File: src/rtl/cmp_wdt_pkg.sv
package cmp_wdt_pkg;
  localparam int unsigned ADDR_W = 2;

  typedef enum logic [ADDR_W-1:0] {
    REG_CTRL  = 2'd0,
    REG_OFFS  = 2'd1,
    REG_KICK  = 2'd2,
    REG_FORCE = 2'd3
  } reg_addr_e;

  typedef enum logic [1:0] {
    CLK_DIV_SLOW = 2'd0,
    CLK_DIV_MID  = 2'd1,
    CLK_DIV_NONE = 2'd2,
    CLK_DIV_ALT  = 2'd3
  } clk_sel_e;

  localparam int unsigned CTRL_EN_BIT   = 0;
  localparam int unsigned CTRL_LOCK_BIT = 1;
  localparam int unsigned CTRL_SEL_LSB  = 2;
  localparam int unsigned CTRL_IDLE_BIT = 4;
  localparam int unsigned FORCE_BIT     = 0;
endpackage

File: src/rtl/wdt_prescale.sv
module wdt_prescale
  import cmp_wdt_pkg::*;
#(
  parameter int unsigned DIV_SLOW = 12,
  parameter int unsigned DIV_MID  = 4
) (
  input  logic     clk_i,
  input  logic     rst_ni,
  input  logic     clr_i,
  input  logic     run_i,
  input  clk_sel_e sel_i,
  output logic     tick_o
);
  localparam int unsigned PW = (DIV_SLOW > 1) ? $clog2(DIV_SLOW) : 1;

  logic [PW-1:0] pre_q;
  logic [PW-1:0] lim;

  always_comb begin
    unique case (sel_i)
      CLK_DIV_SLOW: lim = PW'(DIV_SLOW - 1);
      CLK_DIV_MID:  lim = PW'(DIV_MID - 1);
      default:      lim = '0;
    endcase
  end

  // >= so a shrinking divisor never strands the count above the limit
  assign tick_o = run_i && (pre_q >= lim);

  always_ff @(posedge clk_i or negedge rst_ni) begin
    if (!rst_ni)     pre_q <= '0;
    else if (clr_i)  pre_q <= '0;
    else if (tick_o) pre_q <= '0;
    else if (run_i)  pre_q <= pre_q + 1'b1;
  end
endmodule

File: src/rtl/wdt_split_counter.sv
module wdt_split_counter #(
  parameter int unsigned BYTE_W = 8
) (
  input  logic              clk_i,
  input  logic              rst_ni,
  input  logic              clr_i,
  input  logic              tick_i,
  output logic [BYTE_W-1:0] lo_o,
  output logic [BYTE_W-1:0] hi_o,
  output logic              lo_wrap_o
);
  localparam int unsigned CW = 2 * BYTE_W;

  logic [CW-1:0] cnt_q;

  always_ff @(posedge clk_i or negedge rst_ni) begin
    if (!rst_ni)     cnt_q <= '0;
    else if (clr_i)  cnt_q <= '0;
    else if (tick_i) cnt_q <= cnt_q + 1'b1;
  end

  assign lo_o      = cnt_q[BYTE_W-1:0];
  assign hi_o      = cnt_q[CW-1:BYTE_W];
  assign lo_wrap_o = tick_i && (&lo_o);
endmodule

File: src/rtl/cmp_watchdog.sv
module cmp_watchdog
  import cmp_wdt_pkg::*;
#(
  parameter int unsigned BYTE_W   = 8,
  parameter int unsigned DIV_SLOW = 12,
  parameter int unsigned DIV_MID  = 4
) (
  input  logic              clk_i,
  input  logic              rst_ni,
  input  logic              cnt_en_i,
  input  logic              idle_i,
  input  logic              wr_en_i,
  input  logic [ADDR_W-1:0] wr_addr_i,
  input  logic [BYTE_W-1:0] wr_data_i,
  output logic              wdt_rst_o
);
  logic              en_q, lock_q, idle_sus_q, rst_q;
  clk_sel_e          sel_q;
  logic [BYTE_W-1:0] offs_q, cmp_q;
  logic [BYTE_W-1:0] lo, hi;
  logic              tick, lo_wrap, run, armed;
  logic              wr_ctrl, wr_offs, wr_kick, wr_force;
  logic              force_hit, timeout_hit;

  assign armed = en_q | lock_q;
  assign run   = cnt_en_i & ~(idle_sus_q & idle_i);

  wdt_prescale #(
    .DIV_SLOW(DIV_SLOW),
    .DIV_MID (DIV_MID)
  ) i_prescale (
    .clk_i (clk_i),
    .rst_ni(rst_ni),
    .clr_i (rst_q),
    .run_i (run),
    .sel_i (sel_q),
    .tick_o(tick)
  );

  wdt_split_counter #(
    .BYTE_W(BYTE_W)
  ) i_counter (
    .clk_i    (clk_i),
    .rst_ni   (rst_ni),
    .clr_i    (rst_q),
    .tick_i   (tick),
    .lo_o     (lo),
    .hi_o     (hi),
    .lo_wrap_o(lo_wrap)
  );

  assign wr_ctrl  = wr_en_i && (wr_addr_i == REG_CTRL);
  assign wr_offs  = wr_en_i && (wr_addr_i == REG_OFFS);
  assign wr_kick  = wr_en_i && (wr_addr_i == REG_KICK);
  assign wr_force = wr_en_i && (wr_addr_i == REG_FORCE);

  assign force_hit   = wr_force && wr_data_i[FORCE_BIT] && armed;
  assign timeout_hit = lo_wrap && (hi == cmp_q) && armed;

  always_ff @(posedge clk_i or negedge rst_ni) begin
    if (!rst_ni) begin
      en_q       <= 1'b1;
      lock_q     <= 1'b0;
      idle_sus_q <= 1'b0;
      sel_q      <= CLK_DIV_SLOW;
      offs_q     <= '0;
      cmp_q      <= '0;
      rst_q      <= 1'b0;
    end else if (rst_q) begin
      // own pulse restores defaults, lock included
      en_q       <= 1'b1;
      lock_q     <= 1'b0;
      idle_sus_q <= 1'b0;
      sel_q      <= CLK_DIV_SLOW;
      offs_q     <= '0;
      cmp_q      <= '0;
      rst_q      <= 1'b0;
    end else begin
      if (wr_ctrl) begin
        en_q   <= wr_data_i[CTRL_EN_BIT];
        lock_q <= lock_q | wr_data_i[CTRL_LOCK_BIT];
        if (!armed) begin
          sel_q      <= clk_sel_e'(wr_data_i[CTRL_SEL_LSB +: 2]);
          idle_sus_q <= wr_data_i[CTRL_IDLE_BIT];
        end
      end
      if (wr_offs) offs_q <= wr_data_i;
      if (wr_kick) cmp_q  <= hi + offs_q;
      rst_q <= force_hit | timeout_hit;
    end
  end

  assign wdt_rst_o = rst_q;
endmodule

File: config.mk
export PLATFORM = sky130hd
export DESIGN_NAME = cmp_watchdog
export DESIGN_NICKNAME = d
export VERILOG_FILES = /design/src/rtl/cmp_wdt_pkg.sv /design/src/rtl/wdt_prescale.sv /design/src/rtl/wdt_split_counter.sv /design/src/rtl/cmp_watchdog.sv
export SDC_FILE = /design/constraint.sdc
export NUM_CORES = 1
export LEC_CHECK = 0
export CAP_MARGIN = 10
export CORE_MARGIN = 2
export CORE_UTILIZATION = 53
export DETAILED_ROUTE_END_ITERATION = 10
export PLACE_DENSITY = 0.76
export SLEW_MARGIN = 20
export SYNTH_ARGS = -nofsm -noshare
export SYNTH_HDL_FRONTEND = slang
export SYNTH_SLANG_ARGS = --single-unit
File: constraint.sdc
create_clock -name clk_i -period 2.2 [get_ports clk_i]
set_input_delay 0.55 -clock clk_i [delete_from_list [all_inputs] [get_ports clk_i]]
set_output_delay 0.55 -clock clk_i [all_outputs]
set_load 0.01 [all_outputs]
==> metrics list, run 1 <==
- The run finished with clean final reports.
- The number of antenna diodes in the final layout is 0.
- Setup repair after global routing left no endpoint under its margin.
- STA classifies the critical path endpoint as a flop.
- Share of total power in the clock network: 0.203
- The layout has about 350 filler cells.
* Area of the core: ~4300 um2
* Clock Skews: ~8.1 ps
* Time the worst path needs with I/O delays and setup: roughly 2000 ps
- TritonCTS built the clock tree.
* Sequential fraction of the synthesis area: 0.444
* Start point of the critical path: sel_q[1]
* Vias post-DR: 1798
* Non-Filler Instances: 323
* Cell variety after synth: 42
- Setup violations remaining at the end of the flow were counted as 0.
- In this run the vertical extent of the chip is between 70 and 80 um.
- The analysis attributes to cell leakage a power of 1.28 nW.
- Counting every net in the synthesized netlist gives roughly 270.
- The share of synthesized area in the top cell type comes to 0.433.
- Class of the tightest hold or removal check: in2async
- The detailed router finished its first iteration with ~130 violations.
* Peak fanout along the critical path: 15
- Total die area: roughly 5000 um2
* Remaining global-route overflow: 0
* Critical path capture point: wdt_rst_o
- Each instance of the synthesized netlist takes up on average slightly below 10 um2.
- From synthesis to final layout, the design area changed by 18.3%.
- Initial antenna violation count: 0
- Post-synthesis sequential element count: 42
* Sum of buffers and inverters on the critical path: 3
- Relative slew margins: 0.647
* Kind of critical path: reg2reg
- Overall fraction of global-route tracks in use: 0.202
- Worst R2R Setup Slack: around 160 ps
* Cells along the critical path: inv_1 > ha_1 > nand2b_4 > a2111oi_4 > buf_6 > nor4_1 > buf_4 > a21oi_1 > nor3_1
- Of the total power, combinational logic draws 0.368.
* Proportion of power drawn by flip-flops and latches: 0.430
- Die X-Extent: slightly above 70 um
- Max Buffers Root-to-Sink: 2
* EDFF count, synth: 0
- Number of nets at the end of the flow: about 300
* Number of placed instances, taps included: 311
- Library cell contributing the largest single delay on the critical path: sky130_fd_sc_hd__a2111oi_4
* Data required time of the worst path: 2370 ps
- The number of clock buffers added by TritonCTS is 5.
- For this design the total switching power over the nets is roughly 0.85 mW.
* Num rows: 24
- RePlAce Congestion: a little under 0.8
- Accumulated negative setup slack: 0 ps
- Of the total power, the share spent switching nets is 0.335.
- Number of warnings reported in the yosys synthesis log: 0
- Summed over all nets, the half-perimeter wirelength after detailed placement is about 3.2 mm.
* Cell taking the most area after synthesis: sky130_fd_sc_hd__dfrtp_1
- Flip-flop cell with the highest count after synthesis: sky130_fd_sc_hd__dfrtp_1
* DRC Markers: 0
* Register area: ~1100 um2
- Worst reg2reg path depth: 9
- Across the VDD grid, the largest voltage drop is just over 0.4 mV.
* Number of iterations in the first detailed-routing pass: 4
- Global-route wire length before repair: roughly 8.0 mm
- Layout cells sized above 1: 0.122
- Broken down by cell family, the worst path's largest delay share belongs to compound AO/OA/AOI/OAI gates.
* Worst Max-Slew Pin Slew: 530 ps
- R2R Path End: wdt_rst_o
- In this run the critical register-to-register path is launched from sel_q[1].
- In the finished design, the share of the clock period the worst path needs comes to 0.929.
- Slowest cell delay on critical path: between 400 and 500 ps
* Clock root buffer master: sky130_fd_sc_hd__clkbuf_8
* Insertion delay of the later-clocked pin in the worst-skew pair: about 300 ps
- Number of instances in the synthesized netlist: between 200 and 250
* Cell types with the largest area share after synthesis: sky130_fd_sc_hd__dfrtp_1, sky130_fd_sc_hd__xnor2_1, sky130_fd_sc_hd__ha_1
- After detailed routing, the number of vias per cell comes to approximately 5.6.
- In the final layout, the multi-input gates occupy 1270 um2.
- Count of port buffers added during placement: 15
- Largest net degree at the start of global routing: 43
- Data arrives at the worst endpoint at approximately 2200 ps.
- 16 I/O pins were placed.
* Sink count of the clock tree: 42
- Initial cell density of the core: 0.548
- The internal portion of the total power is ~1.7 mW.
* Count of antenna-violating nets left after detailed routing: 0
- Max-cap violations in this run came to 0.
- Kind of start point of the critical path: flop
- Hold violation count in the final report: 0
- Pwr Density: about 900 nW/um2
* Share of flip-flops with an asynchronous set or reset after synthesis: 1.00
* Clock transition at path regs: about 80 ps
* Final count of pins violating max slew: 0
- Once layout is complete, the utilization of the core stands at 0.648.
- In this run the number of H-tree levels came out at 2.
- Via count of the first global-routing pass: 1705
- The library cell used most frequently in the layout, excluding fill and tap cells, is sky130_fd_sc_hd__dfrtp_1.
* Post-Syn Area: approximately 2400 um2
- Detailed-route wire length per cell: 14.2 um
- Static timing analysis puts the maximum clock frequency at between 400 and 500 MHz.
- Count of hold buffers inserted by post-cts repair: 0
* Final wirelength: between 4 and 5 mm
- Leaving out fill and tap cells, the most frequent cells in the layout are sky130_fd_sc_hd__dfrtp_1, sky130_fd_sc_hd__nor2_1, sky130_fd_sc_hd__xnor2_1.
* Levels on crit path: 9
-- metrics by stage --
step                setup WS (ps)  cell area (um2)  power [mW]  hold slack [ps]
global placement            -30.1             2660        1.92              460
floorplan                    86.9             2370        1.69              254
global route                 16.3             2800        2.71              356
detailed placement          -28.7             2660        1.95              463
finish                        157             2800        2.53              297
CTS                          26.3             2750        2.46              326
-- worst register-to-register path, cell delays in order (launching register included) --
cell and delay, ps:
sky130_fd_sc_hd__dfrtp_1 380, sky130_fd_sc_hd__inv_1 60, sky130_fd_sc_hd__ha_1 260, sky130_fd_sc_hd__nand2b_4 140, sky130_fd_sc_hd__a2111oi_4 420, sky130_fd_sc_hd__buf_6 220
sky130_fd_sc_hd__nor4_1 80, sky130_fd_sc_hd__buf_4 140, sky130_fd_sc_hd__a21oi_1 150, sky130_fd_sc_hd__nor3_1 60
-- layout make-up --
class	instances	share of cell area
multi-input combinational	185	0.455
sequential	42	0.375
timing repair buffer	33	0.110
clock buffer	8	0.0321
tap	52	0.0232
inverter	3	0.00402
-- cells by family (layout without fill, tap and decap cells) --
logic type | count (synthesis) | count (layout) | synth area share
multiplexers | 9 | 9 | 0.0380
AO/OA/AOI/OAI | 37 | 37 | 0.111
adder cells (fa/ha/maj) | 13 | 13 | 0.0718
XOR/XNOR | 30 | 30 | 0.111
flip-flops | 42 | 42 | 0.444
AND/OR/NAND/NOR | 96 | 96 | 0.205
buffers and inverters | 12 | 44 | 0.0195
-- layer usage --
metal,track usage,up-vias,part of all wire
li1,-,905,-
met3,0.0385,4,0.045
met1,0.288,855,0.49
met2,0.309,34,0.45
met5,0,-,0
met4,0.0755,0,0.016
-- timing repair --
item,CTS,global route
resized for setup,0,2
setup endpoints to repair,0,5
setup buffers,0,4
endpoints found under the hold margin,0,0
-- how the worst min path moves through the flow --
| stage | start | to | slack, ps | depth (start not counted) |
|---|---|---|---|---|
| 4_1_cts | rst_ni | cmp_q[6] | 330 | 2 |
| 5_1_grt | rst_ni | cmp_q[5] | 360 | 2 |
| 3_5_place_dp | sel_q[0] | sel_q[0] | 460 | 2 |
| 3_3_place_gp | sel_q[0] | sel_q[0] | 460 | 2 |
| 6_report | rst_ni | cmp_q[5] | 300 | 2 |
| 2_1_floorplan | rst_ni | cmp_q[0] | 250 | 0 |
-- power groups by stage --
| stage | sequential (mW) | combinational, mW | clock (mW) |
|---|---|---|---|
| CTS | 1.10 | 0.842 | 0.525 |
| finish | 1.09 | 0.931 | 0.513 |
| detailed placement | 1.11 | 0.838 | 0 |
| global placement | 1.10 | 0.819 | 0 |
| floorplan | 1.07 | 0.616 | 0 |
| global route | 1.11 | 1.05 | 0.548 |
-- synth_stat cells, types with 2 or more instances --
cell type and instances:
sky130_fd_sc_hd__inv_1 3, sky130_fd_sc_hd__nand2_1 17, sky130_fd_sc_hd__nor3b_1 2, sky130_fd_sc_hd__a21oi_1 9, sky130_fd_sc_hd__nand2b_1 3, sky130_fd_sc_hd__ha_1 12
sky130_fd_sc_hd__nor4b_1 4, sky130_fd_sc_hd__nand3_1 8, sky130_fd_sc_hd__o21bai_1 2, sky130_fd_sc_hd__and2_1 2, sky130_fd_sc_hd__nand4_1 5, sky130_fd_sc_hd__a22o_1 7
sky130_fd_sc_hd__nor4_1 8, sky130_fd_sc_hd__nor3_1 6, sky130_fd_sc_hd__or2_2 2, sky130_fd_sc_hd__dfrtp_1 41, sky130_fd_sc_hd__a211oi_1 2, sky130_fd_sc_hd__o21ai_0 9
sky130_fd_sc_hd__nor2_1 32, sky130_fd_sc_hd__xnor2_1 27, sky130_fd_sc_hd__clkbuf_1 7, sky130_fd_sc_hd__mux2i_1 9, sky130_fd_sc_hd__xor2_1 3
-- flip-flops by register name, summed over array words and instances, names as in the netlist --
| name | flops |
|---|---|
| en_q | 1 |
| i_counter.cnt_q | 16 |
| idle_sus_q | 1 |
| lock_q | 1 |
| offs_q | 8 |
| cmp_q | 8 |
| sel_q | 2 |
| i_prescale.pre_q | 4 |
| wdt_rst_o | 1 |
(Power assumes the default switching activity.)
==> run 2, diff against run 1 <==
--- a/config.mk
+++ b/config.mk
@@ -8,6 +8,7 @@
 export CAP_MARGIN = 10
 export CORE_MARGIN = 2
 export CORE_UTILIZATION = 53
+export CTS_CLUSTER_DIAMETER = 150
 export DETAILED_ROUTE_END_ITERATION = 10
 export PLACE_DENSITY = 0.76
 export SLEW_MARGIN = 20
==> results of run 2 <==
Same layout as run 1: the final DEF is identical, and so are final timing and power.
